## src/rtl/stk_seq_pkg.sv

```systemverilog
// Shared types for the stack and interrupt sequencer.
// Assumes an 8-bit status byte with the mask in bit 2, break in bit 4
// and the constant-one bit in bit 5.
package stk_seq_pkg;

    typedef enum logic [3:0] {
        OP_BRK  = 4'd0,
        OP_RTI  = 4'd1,
        OP_RTS  = 4'd2,
        OP_JSR  = 4'd3,
        OP_PHA  = 4'd4,
        OP_PHP  = 4'd5,
        OP_PLA  = 4'd6,
        OP_PLP  = 4'd7,
        OP_INT  = 4'd8,
        OP_NONE = 4'd15
    } seq_op_e;

    typedef enum logic [1:0] {
        AS_PC  = 2'd0,
        AS_STK = 2'd1,
        AS_VLO = 2'd2,
        AS_VHI = 2'd3
    } addr_src_e;

    typedef enum logic [1:0] {
        WS_PCH  = 2'd0,
        WS_PCL  = 2'd1,
        WS_STAT = 2'd2,
        WS_ACC  = 2'd3
    } wr_src_e;

    // One cycle's worth of control
    typedef struct packed {
        logic      rd;
        addr_src_e asrc;
        wr_src_e   wsrc;
        logic      pc_inc;
        logic      s_inc;
        logic      s_dec;
        logic      ld_tmp;
        logic      ld_pc;
        logic      acc_we;
        logic      stat_pull;
        logic      stat_seti;
        logic      pick_vec;
        logic      last;
    } uop_t;

    localparam int ST_I = 2;
    localparam int ST_B = 4;
    localparam int ST_U = 5;

endpackage

```

## src/rtl/stk_irq_arb.sv

```systemverilog
// Interrupt request arbiter.
// Latches rising edges of the non-maskable line until a vector choice
// consumes them; qualifies the level-sensitive line with the mask bit.
// Assumes requests are already synchronous to clk.
module stk_irq_arb
    import stk_seq_pkg::*;
#(
    parameter int DATA_W = 8
) (
    input  logic              clk,
    input  logic              rst_n,
    input  logic              nmi_req,
    input  logic              irq_req,
    input  logic [DATA_W-1:0] stat_in,
    input  logic              take_vec,
    output logic              nmi_hit,
    output logic              int_pend
);

    logic nmi_q;
    logic nmi_pend;
    logic nmi_edge;

    assign nmi_edge = nmi_req & ~nmi_q;
    assign nmi_hit  = nmi_pend | nmi_edge;
    assign int_pend = nmi_hit | (irq_req & ~stat_in[ST_I]);

    // Remember the previous level of the non-maskable line
    always_ff @(posedge clk) begin
        if (!rst_n) nmi_q <= 1'b0;
        else        nmi_q <= nmi_req;
    end

    // Hold a seen edge until the vector choice takes it
    always_ff @(posedge clk) begin
        if (!rst_n)                   nmi_pend <= 1'b0;
        else if (take_vec && nmi_hit) nmi_pend <= 1'b0;
        else if (nmi_edge)            nmi_pend <= 1'b1;
    end

    // a served request does not linger
    assert_nmi_clear_R6: assert property (@(posedge clk) disable iff (!rst_n)
        (take_vec && nmi_hit) |=> !nmi_pend);

endmodule

```

## src/rtl/stk_seq_ctl.sv

```systemverilog
// Sequence controller.
// Holds the running operation and its cycle number, starts interrupt
// entry or a requested operation from idle, and decodes the control for
// the current cycle. Assumes op_valid is only meaningful while idle.
module stk_seq_ctl
    import stk_seq_pkg::*;
#(
    parameter int MAX_CYC = 7
) (
    input  logic       clk,
    input  logic       rst_n,
    input  logic       op_valid,
    input  logic [2:0] op_sel,
    input  logic       int_pend,
    input  logic       nmi_hit,
    output uop_t       uop,
    output logic       busy,
    output logic       is_int,
    output logic       vec_nmi,
    output logic       take_vec
);

    localparam int CYC_W = $clog2(MAX_CYC + 1);

    seq_op_e          op_q;
    logic [CYC_W-1:0] cyc;

    assign busy     = (cyc != '0);
    assign is_int   = (op_q == OP_INT);
    assign take_vec = busy & uop.pick_vec;

    // Decode the control word for the operation and cycle in progress
    always_comb begin
        uop        = '0;
        uop.rd     = 1'b1;
        uop.asrc   = AS_PC;
        uop.wsrc   = WS_PCH;
        if (busy) begin
            if (cyc == CYC_W'(1) && op_q != OP_INT) uop.pc_inc = 1'b1;
            case (op_q)
                OP_BRK, OP_INT: begin
                    case (cyc)
                        CYC_W'(2): uop.pc_inc = (op_q == OP_BRK);
                        CYC_W'(3): begin
                            uop.rd = 1'b0; uop.asrc = AS_STK;
                            uop.wsrc = WS_PCH; uop.s_dec = 1'b1;
                        end
                        CYC_W'(4): begin
                            uop.rd = 1'b0; uop.asrc = AS_STK;
                            uop.wsrc = WS_PCL; uop.s_dec = 1'b1;
                            uop.pick_vec = 1'b1;
                        end
                        CYC_W'(5): begin
                            uop.rd = 1'b0; uop.asrc = AS_STK;
                            uop.wsrc = WS_STAT; uop.s_dec = 1'b1;
                        end
                        CYC_W'(6): begin
                            uop.asrc = AS_VLO; uop.ld_tmp = 1'b1;
                        end
                        CYC_W'(7): begin
                            uop.asrc = AS_VHI; uop.ld_pc = 1'b1;
                            uop.stat_seti = 1'b1; uop.last = 1'b1;
                        end
                        default: ;
                    endcase
                end
                OP_RTI: begin
                    case (cyc)
                        CYC_W'(3): begin uop.asrc = AS_STK; uop.s_inc = 1'b1; end
                        CYC_W'(4): begin
                            uop.asrc = AS_STK; uop.s_inc = 1'b1; uop.stat_pull = 1'b1;
                        end
                        CYC_W'(5): begin
                            uop.asrc = AS_STK; uop.s_inc = 1'b1; uop.ld_tmp = 1'b1;
                        end
                        CYC_W'(6): begin
                            uop.asrc = AS_STK; uop.ld_pc = 1'b1; uop.last = 1'b1;
                        end
                        default: ;
                    endcase
                end
                OP_RTS: begin
                    case (cyc)
                        CYC_W'(3): begin uop.asrc = AS_STK; uop.s_inc = 1'b1; end
                        CYC_W'(4): begin
                            uop.asrc = AS_STK; uop.s_inc = 1'b1; uop.ld_tmp = 1'b1;
                        end
                        CYC_W'(5): begin uop.asrc = AS_STK; uop.ld_pc = 1'b1; end
                        CYC_W'(6): begin uop.pc_inc = 1'b1; uop.last = 1'b1; end
                        default: ;
                    endcase
                end
                OP_JSR: begin
                    case (cyc)
                        CYC_W'(2): begin uop.ld_tmp = 1'b1; uop.pc_inc = 1'b1; end
                        CYC_W'(3): uop.asrc = AS_STK;
                        CYC_W'(4): begin
                            uop.rd = 1'b0; uop.asrc = AS_STK;
                            uop.wsrc = WS_PCH; uop.s_dec = 1'b1;
                        end
                        CYC_W'(5): begin
                            uop.rd = 1'b0; uop.asrc = AS_STK;
                            uop.wsrc = WS_PCL; uop.s_dec = 1'b1;
                        end
                        CYC_W'(6): begin uop.ld_pc = 1'b1; uop.last = 1'b1; end
                        default: ;
                    endcase
                end
                OP_PHA, OP_PHP: begin
                    if (cyc == CYC_W'(3)) begin
                        uop.rd   = 1'b0;
                        uop.asrc = AS_STK;
                        uop.wsrc = (op_q == OP_PHA) ? WS_ACC : WS_STAT;
                        uop.s_dec = 1'b1;
                        uop.last = 1'b1;
                    end
                end
                OP_PLA, OP_PLP: begin
                    case (cyc)
                        CYC_W'(3): begin uop.asrc = AS_STK; uop.s_inc = 1'b1; end
                        CYC_W'(4): begin
                            uop.asrc      = AS_STK;
                            uop.acc_we    = (op_q == OP_PLA);
                            uop.stat_pull = (op_q == OP_PLP);
                            uop.last      = 1'b1;
                        end
                        default: ;
                    endcase
                end
                default: uop.last = 1'b1;
            endcase
        end
    end

    // Start, advance and finish sequences
    always_ff @(posedge clk) begin
        if (!rst_n) begin
            op_q <= OP_NONE;
            cyc  <= '0;
        end else if (!busy) begin
            if (int_pend) begin
                op_q <= OP_INT;
                cyc  <= CYC_W'(1);
            end else if (op_valid) begin
                op_q <= seq_op_e'({1'b0, op_sel});
                cyc  <= CYC_W'(1);
            end
        end else if (uop.last) begin
            cyc <= '0;
        end else begin
            cyc <= cyc + CYC_W'(1);
        end
    end

    // Freeze the vector choice at the low-byte push
    always_ff @(posedge clk) begin
        if (!rst_n)        vec_nmi <= 1'b0;
        else if (take_vec) vec_nmi <= nmi_hit;
    end

    // a pending interrupt always wins an idle cycle
    assert_int_start_R13: assert property (@(posedge clk) disable iff (!rst_n)
        (!busy && int_pend) |=> (busy && op_q == OP_INT));

endmodule

```

## src/rtl/stk_datapath.sv

```systemverilog
// Address, data and register datapath.
// Owns S, PC and the byte holding register; forms the bus address,
// write data and the accumulator and status load values from the
// control word. Assumes an 8-bit data path and 16-bit addresses.
module stk_datapath
    import stk_seq_pkg::*;
#(
    parameter int DATA_W     = 8,
    parameter int STACK_PAGE = 'h01,
    parameter int NMI_VEC    = 'hFFFA,
    parameter int IRQ_VEC    = 'hFFFE,
    parameter int SP_INIT    = 'hFD,
    parameter int PC_INIT    = 'h0400
) (
    input  logic                clk,
    input  logic                rst_n,
    input  uop_t                uop,
    input  logic                busy,
    input  logic                is_int,
    input  logic                vec_nmi,
    input  logic [DATA_W-1:0]   rd_data,
    input  logic [DATA_W-1:0]   acc_in,
    input  logic [DATA_W-1:0]   stat_in,
    output logic [2*DATA_W-1:0] bus_addr,
    output logic                bus_rw,
    output logic [DATA_W-1:0]   bus_wdata,
    output logic [DATA_W-1:0]   sp,
    output logic [2*DATA_W-1:0] pc,
    output logic                acc_we,
    output logic [DATA_W-1:0]   acc_wdata,
    output logic                stat_we,
    output logic [DATA_W-1:0]   stat_wdata
);

    localparam int ADDR_W = 2 * DATA_W;
    localparam logic [DATA_W-1:0] PAGE   = DATA_W'(STACK_PAGE);
    localparam logic [ADDR_W-1:0] NMI_LO = ADDR_W'(NMI_VEC);
    localparam logic [ADDR_W-1:0] NMI_HI = ADDR_W'(NMI_VEC + 1);
    localparam logic [ADDR_W-1:0] IRQ_LO = ADDR_W'(IRQ_VEC);
    localparam logic [ADDR_W-1:0] IRQ_HI = ADDR_W'(IRQ_VEC + 1);

    logic [DATA_W-1:0] tmp;
    logic [DATA_W-1:0] push_stat;

    // Stack pointer: post-decrement on push, step up on pull
    always_ff @(posedge clk) begin
        if (!rst_n)         sp <= DATA_W'(SP_INIT);
        else if (uop.s_inc) sp <= sp + DATA_W'(1);
        else if (uop.s_dec) sp <= sp - DATA_W'(1);
    end

    // Program counter: load from fetched bytes or step forward
    always_ff @(posedge clk) begin
        if (!rst_n)          pc <= ADDR_W'(PC_INIT);
        else if (uop.ld_pc)  pc <= {rd_data, tmp};
        else if (uop.pc_inc) pc <= pc + ADDR_W'(1);
    end

    // Holding register for a fetched low byte
    always_ff @(posedge clk) begin
        if (!rst_n)         tmp <= '0;
        else if (uop.ld_tmp) tmp <= rd_data;
    end

    // Status byte as pushed: constant bit set, break bit by origin
    always_comb begin
        push_stat       = stat_in;
        push_stat[ST_U] = 1'b1;
        push_stat[ST_B] = ~is_int;
    end

    // Bus address for this cycle
    always_comb begin
        case (uop.asrc)
            AS_STK:  bus_addr = {PAGE, sp};
            AS_VLO:  bus_addr = vec_nmi ? NMI_LO : IRQ_LO;
            AS_VHI:  bus_addr = vec_nmi ? NMI_HI : IRQ_HI;
            default: bus_addr = pc;
        endcase
    end

    // Write data for this cycle
    always_comb begin
        case (uop.wsrc)
            WS_PCL:  bus_wdata = pc[DATA_W-1:0];
            WS_STAT: bus_wdata = push_stat;
            WS_ACC:  bus_wdata = acc_in;
            default: bus_wdata = pc[ADDR_W-1:DATA_W];
        endcase
    end

    assign bus_rw    = uop.rd;
    assign acc_we    = uop.acc_we;
    assign acc_wdata = rd_data;

    // Status loads: pulled byte, or mask set on a maskable vector
    always_comb begin
        stat_we    = 1'b0;
        stat_wdata = stat_in;
        if (uop.stat_pull) begin
            stat_we          = 1'b1;
            stat_wdata       = rd_data;
            stat_wdata[ST_U] = 1'b1;
        end else if (uop.stat_seti && !vec_nmi) begin
            stat_we          = 1'b1;
            stat_wdata[ST_I] = 1'b1;
        end
    end

    // writes stay inside the stack page
    assert_push_page_R2: assert property (@(posedge clk) disable iff (!rst_n)
        !bus_rw |-> bus_addr[ADDR_W-1:DATA_W] == PAGE);

    // each write is followed by one step down of S
    assert_push_dec_R2: assert property (@(posedge clk) disable iff (!rst_n)
        !bus_rw |=> sp == $past(sp) - DATA_W'(1));

    // vector low byte read is followed by the high byte read
    assert_vec_pair_R4: assert property (@(posedge clk) disable iff (!rst_n)
        (busy && uop.asrc == AS_VLO) |=> bus_addr == $past(bus_addr) + ADDR_W'(1));

endmodule

```

## src/rtl/stack_irq_sequencer.sv

```systemverilog
// Top of the stack and interrupt cycle sequencer.
// Connects the request arbiter, the sequence controller and the
// datapath. Assumes the core only strobes op_valid while busy is low.
module stack_irq_sequencer
    import stk_seq_pkg::*;
#(
    parameter int DATA_W     = 8,
    parameter int STACK_PAGE = 'h01,
    parameter int NMI_VEC    = 'hFFFA,
    parameter int IRQ_VEC    = 'hFFFE,
    parameter int SP_INIT    = 'hFD,
    parameter int PC_INIT    = 'h0400
) (
    input  logic                clk,
    input  logic                rst_n,
    input  logic                op_valid,
    input  logic [2:0]          op_sel,
    input  logic [DATA_W-1:0]   rd_data,
    input  logic [DATA_W-1:0]   acc_in,
    input  logic [DATA_W-1:0]   stat_in,
    input  logic                nmi_req,
    input  logic                irq_req,
    output logic [2*DATA_W-1:0] bus_addr,
    output logic                bus_rw,
    output logic [DATA_W-1:0]   bus_wdata,
    output logic [DATA_W-1:0]   sp,
    output logic [2*DATA_W-1:0] pc,
    output logic                busy,
    output logic                acc_we,
    output logic [DATA_W-1:0]   acc_wdata,
    output logic                stat_we,
    output logic [DATA_W-1:0]   stat_wdata
);

    uop_t uop;
    logic is_int;
    logic vec_nmi;
    logic take_vec;
    logic nmi_hit;
    logic int_pend;

    stk_irq_arb #(.DATA_W(DATA_W)) u_arb (
        .clk      (clk),
        .rst_n    (rst_n),
        .nmi_req  (nmi_req),
        .irq_req  (irq_req),
        .stat_in  (stat_in),
        .take_vec (take_vec),
        .nmi_hit  (nmi_hit),
        .int_pend (int_pend)
    );

    stk_seq_ctl #(.MAX_CYC(7)) u_ctl (
        .clk      (clk),
        .rst_n    (rst_n),
        .op_valid (op_valid),
        .op_sel   (op_sel),
        .int_pend (int_pend),
        .nmi_hit  (nmi_hit),
        .uop      (uop),
        .busy     (busy),
        .is_int   (is_int),
        .vec_nmi  (vec_nmi),
        .take_vec (take_vec)
    );

    stk_datapath #(
        .DATA_W     (DATA_W),
        .STACK_PAGE (STACK_PAGE),
        .NMI_VEC    (NMI_VEC),
        .IRQ_VEC    (IRQ_VEC),
        .SP_INIT    (SP_INIT),
        .PC_INIT    (PC_INIT)
    ) u_dp (
        .clk        (clk),
        .rst_n      (rst_n),
        .uop        (uop),
        .busy       (busy),
        .is_int     (is_int),
        .vec_nmi    (vec_nmi),
        .rd_data    (rd_data),
        .acc_in     (acc_in),
        .stat_in    (stat_in),
        .bus_addr   (bus_addr),
        .bus_rw     (bus_rw),
        .bus_wdata  (bus_wdata),
        .sp         (sp),
        .pc         (pc),
        .acc_we     (acc_we),
        .acc_wdata  (acc_wdata),
        .stat_we    (stat_we),
        .stat_wdata (stat_wdata)
    );

endmodule

```

## config.mk

```make
export PLATFORM = sky130hd
export DESIGN_NAME = stack_irq_sequencer
export DESIGN_NICKNAME = d
export VERILOG_FILES = /design/src/rtl/stk_seq_pkg.sv /design/src/rtl/stk_irq_arb.sv /design/src/rtl/stk_seq_ctl.sv /design/src/rtl/stk_datapath.sv /design/src/rtl/stack_irq_sequencer.sv
export SDC_FILE = /design/constraint.sdc
export NUM_CORES = 1
export LEC_CHECK = 0
export ABC_CLOCK_PERIOD_IN_PS = 4200
export BUFFER_PORTS_ARGS = -buffer_cell sky130_fd_sc_hd__buf_2
export CAP_MARGIN = 20
export CELL_PAD_IN_SITES_DETAIL_PLACEMENT = 0
export CELL_PAD_IN_SITES_GLOBAL_PLACEMENT = 2
export CORE_MARGIN = 1
export CORE_UTILIZATION = 30
export DETAILED_ROUTE_END_ITERATION = 10
export PLACE_DENSITY = 0.82
export SLEW_MARGIN = 20
export SYNTH_ARGS = -nofsm -noshare
export SYNTH_HDL_FRONTEND = slang
export SYNTH_SLANG_ARGS = --single-unit
```

## constraint.sdc

```tcl
create_clock -name clk -period 4.2 [get_ports clk]
set_input_delay 0.42 -clock clk [delete_from_list [all_inputs] [get_ports clk]]
set_output_delay 0.42 -clock clk [all_outputs]
set_load 0.05 [all_outputs]
```

==> summary.md <==
| Metric | Value |
|---|---|
| IO Port Bufs | 99 |
| Vias | 3905 |
| Worst Setup Slack, final | 0.441 ns |
| Hold Crit Start | op_sel[0] |
| Failing checks | DRC |
| Crit path DAT | 3.34 ns |
| Synth top area share | 23.3% |
| Setup bufs post-CTS | 0 |
| Die H | 112 um |
| Post-synthesis sequential area ratio | 23.3% |
| Status | finished with violations |
| Skew final | 0.00962 ns |
| Worst Max-Slew Pin Slew | 0.956 ns |
| Total global routing overflow | 0 |
| Routed length per placed instance | 19.0 um |
| H-tree depth | 2 |
| Root buffer cell | clkbuf_16 |
| Sinks on Clock Net | 42 |
| Vias/cell | 5.76 |
| Largest net degree at the start of global routing | 34 |
| Seq cells post-synth | 42 |
| Fin util | 37.4% |
| Post-synth EDFFs | 0 |
| Initial core utilization | 31.2% |
| Startpoint types | flop |
| Slew HR | 35.8% |
| # resized after CTS | 0 |
| Final RePlAce weighted congestion | 0.889 |
| Seq. cell area | 841 um2 |
| Layout area overhead | 19.9% |
| Post-Synthesis Cells | 462 |
| Crit path time final | 3.76 ns |
| Top_reg_cell synth | dfxtp_1 |
| Synthesized area | 3610 um2 |
| Class of the worst hold path | in2reg |
| CP Class | reg2out |
| Max VDD drop | 0.000158 V |
| Fillers | 1238 |
| Global-route wire length before repair | 20.6 mm |
| CP Data Required Time | 3.78 ns |
| Setup TNS | 0 ns |
| Pwr dens | 270 nW/um2 |
| Die outline area | 12500 um2 |
| Avg Cell Area, Syn | 7.81 um2 |
| Vias in the first global route | 3672 |
| 1st-iter DRT viols | 254 |
| Max-slew violations | 0 |
| Estimated wirelength of the detail-placed design | 9.58 mm |
| Reg-to-reg startpoint | u_ctl.cyc[1] |
| Share of layout cells above drive strength 1 | 24.7% |
| Final setup violation count | 0 |
| Std cell rows | 39 |
| Boundary pin count | 100 |
| Finished Cell Area | 4330 um2 |
| Area leader, netlist | dfxtp_1 |
| Core ar. | 11600 um2 |
| F_max | 266 MHz |
| Drt total wl | 12.9 mm |
| Post-synthesis cell type count | 75 |
| Hold buffers post-CTS | 0 |
| Post-DP Area | 4130 um2 |
| DRT Pass-1 Iters | 8 |
| Crit. Startpoint | u_ctl.cyc[2] |
| Endpoint type of the worst setup path | primary output |
| RSZ-0062 raised after global routing | false |
| Nets | 580 |
| Clk buf depth | 2 |
| Worst-Skew Late Latency | 0.30 ns |
| CTS tree | yes |
| P_leak | 1.80 nW |
| CP Max Fanout | 18 |
| Worst-path clk slew | 0.06 ns |
| Period utilization | 89.5% |
| Final count of hold timing violations | 0 |
| ANT cells | 0 |
| Die X-Extent | 112 um |
| Tot GR Track Use | 20.8% |
| Syn_nets | 508 |
| Yosys synthesis warning count | 0 |
| # Max-Cap Violations | 0 |
| DRC | 9 |
| Synth top area cells | dfxtp_1, nand3_1, ha_1, mux2i_1, nand2_1 |
| DRT antenna net count | 0 |
| Hold WS | 0.351 ns |
| DP Worst Slack | 0.752 ns |
| Inserted Clock Buffers | 5 |
| Fraction of registers with async set/reset | 0% |
| Initial antenna violation count | 0 |
| Multi-input logic area | 2460 um2 |
cells in the final DEF, fill, tap and decap left out, types with 3 or more instances in the layout:
cell type  instances
nand4_1            4
o21ai_1           12
buf_4             10
and3_1             5
a21oi_1           12
nor2_1            31
or3_1              4
ha_1              13
o2111ai_1          7
buf_2             99
a21o_1            10
inv_2              3
mux2_1             7
mux2i_1           14
clkbuf_16          5
and2_1             3
nor3b_1            6
xnor2_1            4
o22a_1             7
nand2b_1           4
nand3b_1           4
a311oi_1          14
nand2_1           37
o21ai_0            7
nand4b_1           3
a221o_1            5
nand3_1           44
inv_1             18
a21boi_1           3
nor3_1            11
nor2b_1            6
o31ai_1            9
o211ai_1          11
o41ai_1            5
dfxtp_1           42
a31oi_1            3
or4_1              8
synthesized netlist by cell type, types with 4 or more instances:
master	n
nand3_1	44
dfxtp_1	42
nand2_1	37
nor2_1	31
inv_1	18
clkbuf_1	17
a311oi_1	14
mux2i_1	14
buf_2	13
ha_1	13
a21oi_1	12
o21ai_1	12
nor3_1	11
o211ai_1	11
a21o_1	10
buf_4	9
o31ai_1	9
or4_1	8
mux2_1	7
o2111ai_1	7
o21ai_0	7
o22a_1	7
nor2b_1	6
nor3b_1	6
a221o_1	5
and3_1	5
o41ai_1	5
nand2b_1	4
nand3b_1	4
nand4_1	4
or3_1	4
xnor2_1	4
worst max-delay path: stages (launching register included):
cell and delay (ns):
dfxtp_1 0.74, nor4b_2 0.54, a32oi_1 0.28, a221oi_2 0.86
o211ai_1 0.21, o22a_1 0.22, buf_2 0.21
logic make-up after synthesis:
| kind of cell | after synthesis | synth area share (%) |
|---|---|---|
| DFF | 42 | 23.3 |
| adders and majority gates | 14 | 5.06 |
| buffers and inverters | 66 | 8.67 |
| xor gates and xnor gates | 6 | 1.46 |
| and+or+nand+nor | 184 | 28.0 |
| muxes | 21 | 6.07 |
| AOI/OAI and AO/OA | 129 | 27.5 |
path summary, 6_finish.rpt:
kind                        end  slack, ns  cells after the start
setup / recovery   bus_wdata[2]       0.44                      6
hold / removal    u_ctl.op_q[0]       0.35                      2
setup reg to reg     u_dp.sp[7]       0.70                     12
hold reg to reg     u_dp.tmp[2]       0.46                      2
per-stage QoR:
step | power (mW) | cells
detailed placement | 0.663 | 670
finish | 1.17 | 678
floorplan | 0.603 | 462
global route | 1.22 | 678
CTS | 1.18 | 678
global placement | 0.663 | 670
power by group:
group	leakage, nW	internal [mW]	switching [mW]
registers	0.341	0.408	0.0273
clock network	0.0940	0.342	0.172
logic	1.36	0.0709	0.150
total	1.80	0.821	0.349
state kept, by name (all words and copies together) (netlist names):
name / flops
u_dp.sp: 8
u_ctl.op_q: 4
u_arb.nmi_q: 1
u_dp.pc: 16
u_ctl.cyc: 3
u_ctl.vec_nmi: 1
u_dp.tmp: 8
u_arb.nmi_pend: 1
routing by layer:
metal  global-route usage (%)  vias to the layer above  wire [um]
li1                         -                     1890          -
met1                     28.3                     1877       6130
met2                     33.1                      127       5760
met3                     4.41                       11        812
met4                     5.95                        0        165
met5                        0                        -          0
final cells by class:
class	count	share of cell area, %
Multi-Input combinational cell	354	56.9
Sequential cell	42	19.4
Timing Repair Buffer	109	13.2
Tap cell	143	4.14
Clock buffer	5	2.89
Inverter	22	1.91
Clock inverter	3	1.59
Power figures use the tool's default switching activity.
